`src/rtl/touch_scan_seq.sv`:
```
module touch_scan_seq #(
  parameter int DATA_W = 12
) (
  input  logic              clk,
  input  logic              rst_n,
  input  logic              tick,
  input  logic [DATA_W-1:0] min_level,
  input  logic              conv_done,
  input  logic [DATA_W-1:0] conv_data,
  output logic              conv_req,
  output logic              chan_sel,
  output logic [3:0]        pad_oe,
  output logic [3:0]        pad_lvl,
  output logic [1:0]        pad_analog,
  output logic              pair_valid,
  output logic              touched,
  output logic [DATA_W-1:0] pos_x,
  output logic [DATA_W-1:0] pos_y
);
  typedef enum logic [2:0] {ST_INIT, ST_SKIP_X, ST_READ_X, ST_SKIP_Y, ST_READ_Y} st_t;

  st_t st, st_nx;
  logic busy;
  logic [DATA_W-1:0] x_hold;
  logic accept;

  assign accept = busy & conv_done;

  always_comb begin
    case (st)
      ST_INIT:   st_nx = ST_SKIP_X;
      ST_SKIP_X: st_nx = ST_READ_X;
      ST_READ_X: st_nx = ST_SKIP_Y;
      ST_SKIP_Y: st_nx = ST_READ_Y;
      default:   st_nx = ST_SKIP_X;
    endcase
  end

  always_comb begin
    case (st)
      ST_SKIP_X: begin pad_oe = 4'b1111; pad_lvl = 4'b0001; pad_analog = 2'b00; chan_sel = 1'b0; end
      ST_READ_X: begin pad_oe = 4'b0011; pad_lvl = 4'b0001; pad_analog = 2'b10; chan_sel = 1'b0; end
      ST_SKIP_Y: begin pad_oe = 4'b1111; pad_lvl = 4'b0100; pad_analog = 2'b00; chan_sel = 1'b1; end
      ST_READ_Y: begin pad_oe = 4'b1100; pad_lvl = 4'b0100; pad_analog = 2'b01; chan_sel = 1'b1; end
      default:   begin pad_oe = 4'b1111; pad_lvl = 4'b0000; pad_analog = 2'b00; chan_sel = 1'b0; end
    endcase
  end

  always_ff @(posedge clk or negedge rst_n) begin
    if (!rst_n) begin
      st         <= ST_INIT;
      busy       <= 1'b0;
      conv_req   <= 1'b0;
      pair_valid <= 1'b0;
      touched    <= 1'b0;
      x_hold     <= '0;
      pos_x      <= '0;
      pos_y      <= '0;
    end else begin
      conv_req   <= tick & ~busy;
      pair_valid <= 1'b0;
      if (tick && !busy)
        busy <= 1'b1;
      else if (conv_done)
        busy <= 1'b0;
      if (accept) begin
        st <= st_nx;
        if (st == ST_READ_X)
          x_hold <= conv_data;
        if (st == ST_READ_Y) begin
          pos_x      <= x_hold;
          pos_y      <= conv_data;
          touched    <= (x_hold >= min_level) && (conv_data >= min_level);
          pair_valid <= 1'b1;
        end
      end
    end
  end

  p_req_pulse_r2: assert property (@(posedge clk) disable iff (!rst_n)
    conv_req |=> !conv_req);

  p_no_req_pending_r3: assert property (@(posedge clk) disable iff (!rst_n)
    (busy && !conv_done) |=> !conv_req);

  p_chan_stable_r6: assert property (@(posedge clk) disable iff (!rst_n)
    (busy && !conv_done) |=> ($stable(chan_sel) && $stable(pad_lvl) && $stable(pad_oe)));

  p_pair_due_r7: assert property (@(posedge clk) disable iff (!rst_n)
    (accept && st == ST_READ_Y) |=> pair_valid);

  p_pair_single_r7: assert property (@(posedge clk) disable iff (!rst_n)
    pair_valid |=> !pair_valid);

  p_idle_done_r9: assert property (@(posedge clk) disable iff (!rst_n)
    (conv_done && !busy) |=> $stable(st));

  p_init_once_r4: assert property (@(posedge clk) disable iff (!rst_n)
    (st != ST_INIT) |=> (st != ST_INIT));
endmodule

```
`config.mk`:
```
export PLATFORM = sky130hd
export DESIGN_NAME = touch_scan_seq
export DESIGN_NICKNAME = d
export VERILOG_FILES = /design/src/rtl/touch_scan_seq.sv
export SDC_FILE = /design/constraint.sdc
export NUM_CORES = 1
export LEC_CHECK = 0
export ABC_AREA = 1
export BUFFER_PORTS_ARGS = -buffer_cell sky130_fd_sc_hd__buf_2
export CAP_MARGIN = 30
export CORE_UTILIZATION = 50
export DETAILED_ROUTE_END_ITERATION = 10
export GPL_ROUTABILITY_DRIVEN = 0
export PLACE_DENSITY = 0.8
export SYNTH_ARGS = -nofsm -noshare
export SYNTH_HDL_FRONTEND = slang
export SYNTH_SLANG_ARGS = --single-unit
export TNS_END_PERCENT = 30
```
`constraint.sdc`:
```
create_clock -name clk -period 4.6 [get_ports clk]
set_clock_uncertainty 0.2 [all_clocks]
set_input_delay 0.46 -clock clk [delete_from_list [all_inputs] [get_ports clk]]
set_output_delay 0.46 -clock clk [all_outputs]
set_load 0.005 [all_outputs]
```
==> results.json <==
{
  "drc": 0,
  "htree_levels": 2,
  "end_kind": "output port",
  "critPathKind": "reg -> out",
  "p_per_area_nw_per_um2": 512,
  "setup-tns-final_ps": 0,
  "ant_nets": 0,
  "max-vdd-ir-drop_uv": 204,
  "synthSimpleGateAreaFrac_pct": 21.2,
  "vias": 1908,
  "drt_iter0_drc": 130,
  "endpoint": "pad_lvl[2]",
  "via_per_inst": 4.78,
  "synthAdderAreaFrac_pct": 12.9,
  "slew_viol_final": 0,
  "layout_min_cycle_time_ps": 2060,
  "status": "finished, final reports clean",
  "worstPathRequired_ps": 3940,
  "arrival_ps": 1400,
  "cpPeakStageDelay_ps": 400,
  "worst-r2r-setup-slack_ps": 2710,
  "cp_max_fo": 4,
  "clock.fmax_mhz": 486,
  "drt_pass1_iterations": 4,
  "fp-row-count": 24,
  "start_kind": "flop",
  "tritoncts": "yes",
  "cts_root_buffer": "clkbuf_8",
  "finalNetCount": 398,
  "io_buffers": 63,
  "yosys_warnings": 0,
  "setup_viol": 0,
  "grt_pass1_wl_mm": 8.04,
  "cts_resized": 0,
  "p_leak_uw": 0.00170,
  "hold_viol_final": 0,
  "synth_cells": 284,
  "die-area_um2": 4930,
  "maxSlewHeadroom_pct": 58.4,
  "drt-total-wl_mm": 4.57,
  "cp_slowest_cell": "dfrtp_1",
  "maxCapViolations": 0,
  "crit_start": "st[0]",
  "synthDistinctLibCells": 22,
  "synth_xor_area_share_pct": 0,
  "reg2reg_depth": 6,
  "antenna_found_initial": 0,
  "grt-ovfl-total": 0,
  "worst_pin_slew_ps": 623,
  "grt_max_degree": 44,
  "path_clk_slew_ps": 70,
  "core_um2": 4410,
  "netlist_area_um2": 2330,
  "die_w_um": 70.2,
  "cts.sink_count": 43,
  "antenna_cells": 0,
  "ys_ff_latch": 43,
  "r2r-end": "pos_y[7]",
  "reg2reg_from": "st[0]",
  "synthTopCellsByArea": "dfrtp_1 (46%), nand2_1 (16%), ha_1 (13%), inv_1 (7.3%), o21ai_0 (3.9%)",
  "synth_mux_area_share_pct": 0,
  "clockBufferDepth": 2,
  "ios": 66,
  "postSynthAreaPerCell_um2": 8.20,
  "place_hpwl_mm": 3.38,
  "synth_top_family_by_area": "simple AND/OR/NAND/NOR gates",
  "clkLatencyLatePin_ps": 290,
  "numCtsBuffers": 5,
  "yosysSeqAreaShare_pct": 46.2,
  "path_cells": "nor2_1 > nand2_1 > inv_1 > or2_2 > buf_2",
  "timing.final.crit_share_pct": 44.8,
  "rsz0062_at_grt": "no",
  "yosysTopAreaCell": "dfrtp_1",
  "post_cts_buffers": 0,
  "area_delta_synth_final_pct": 19.3,
  "fp.dieH_um": 70.2,
  "fin_util_pct": 62.9,
  "hold_slack_ps": 200,
  "initial_utilization_pct": 52.7,
  "avgRoutedWirePerCell_um": 11.5,
  "synth_compound_area_share_pct": 8.54,
  "drive_gt1_share_pct": 23.9,
  "yosys.area.top_type_share_pct": 46.2,
  "hp-class": "in -> reg",
  "grt_pass1_vias": 1821,
  "grt_usage_pct": 20.6
}
-- stage by stage --
| stage | power (uW) | area, um2 | setup WS, ps | std cells |
|---|---|---|---|---|
| CTS | 1430 | 2750 | 2520 | 397 |
| global route | 1560 | 2780 | 2430 | 399 |
| global placement | 1100 | 2630 | 2770 | 389 |
| detailed placement | 1120 | 2630 | 2720 | 389 |
| floorplan | 926 | 2330 | 2970 | 285 |
| finish | 1420 | 2780 | 2540 | 399 |
-- layer usage --
| layer | track usage, % | routed length (um) |
|---|---|---|
| met2 | 32.9 | 2150 |
| met3 | 4.04 | 200 |
| met1 | 28.6 | 2190 |
| met5 | 0 | 0 |
| met4 | 6.00 | 31 |
-- placed cells by master, fill, tap and decap left out, types with 2 or more instances in the layout --
| cell | n |
|---|---|
| nor2_1 | 10 |
| buf_2 | 63 |
| conb_1 | 2 |
| dfrtp_1 | 43 |
| o21ai_1 | 6 |
| or2_2 | 2 |
| ha_1 | 24 |
| a21oi_1 | 7 |
| inv_1 | 45 |
| o21ai_0 | 18 |
| nand2_1 | 101 |
| clkbuf_8 | 6 |
| nand3_1 | 5 |
| o21ai_2 | 5 |
-- timing repair --
| action | 4_1_cts | 5_1_grt |
|---|---|---|
| hold buffers | 0 | 1 |
| hold endpoints to repair | 0 | 43 |
| setup endpoints to repair | 0 | 0 |
-- Yosys cell counts --
| master | count |
|---|---|
| nand2_1 | 101 |
| inv_1 | 45 |
| dfrtp_1 | 43 |
| ha_1 | 24 |
| o21ai_0 | 18 |
| nor2_1 | 10 |
| a21oi_1 | 7 |
| o21ai_1 | 6 |
| nand3_1 | 5 |
| o21ai_2 | 5 |
| buf_4 | 4 |
| buf_2 | 3 |
| buf_6 | 3 |
| or2_2 | 2 |
| clkbuf_1 | 1 |
| conb_1 | 1 |
| inv_2 | 1 |
| nand2_2 | 1 |
| nand3b_1 | 1 |
| nor2_4 | 1 |
| nor3_1 | 1 |
| nor3_2 | 1 |
-- worst max-delay path: cells and delay by family, from the launching register on --
kind,cells,cell delay [ps]
flip-flops,1,400
AND/OR/NAND/NOR,3,500
buffers and inverters,2,210
-- kinds of logic after synthesis --
family,count (synthesis)
AOI/OAI and AO/OA,36
and+or+nand+nor,123
other,1
buffers and inverters,57
DFF,43
adders and majority gates,24
-- sequential cells by signal (all words and copies together), names as in the netlist --
name,count
pos_x,12
touched,1
busy,1
st,3
pair_valid,1
conv_req,1
x_hold,12
pos_y,12
-- worst min-delay path by stage --
stage	start	to	slack [ps]	depth (start not counted)
global route	tick	conv_req	200	3
finish	tick	conv_req	200	3
detailed placement	busy	conv_req	240	1
floorplan	rst_n	busy	-40	0
global placement	busy	conv_req	230	1
CTS	rst_n	pos_x[9]	140	1
-- power breakdown --
| group | internal [uW] | switching (uW) |
|---|---|---|
| sequential | 526 | 103 |
| clock | 176 | 125 |
| combinational | 230 | 262 |
-- final cells by class --
type                       instances  area, um2
inverter                          46        173
tap                               52       65.1
fill                             369       1640
sequential                        43       1080
clock inverter                     2       35.0
multi-input combinational        185       1000
clock buffer                       6       82.6
timing repair buffer              65        345
Power figures use the tool's default switching activity.
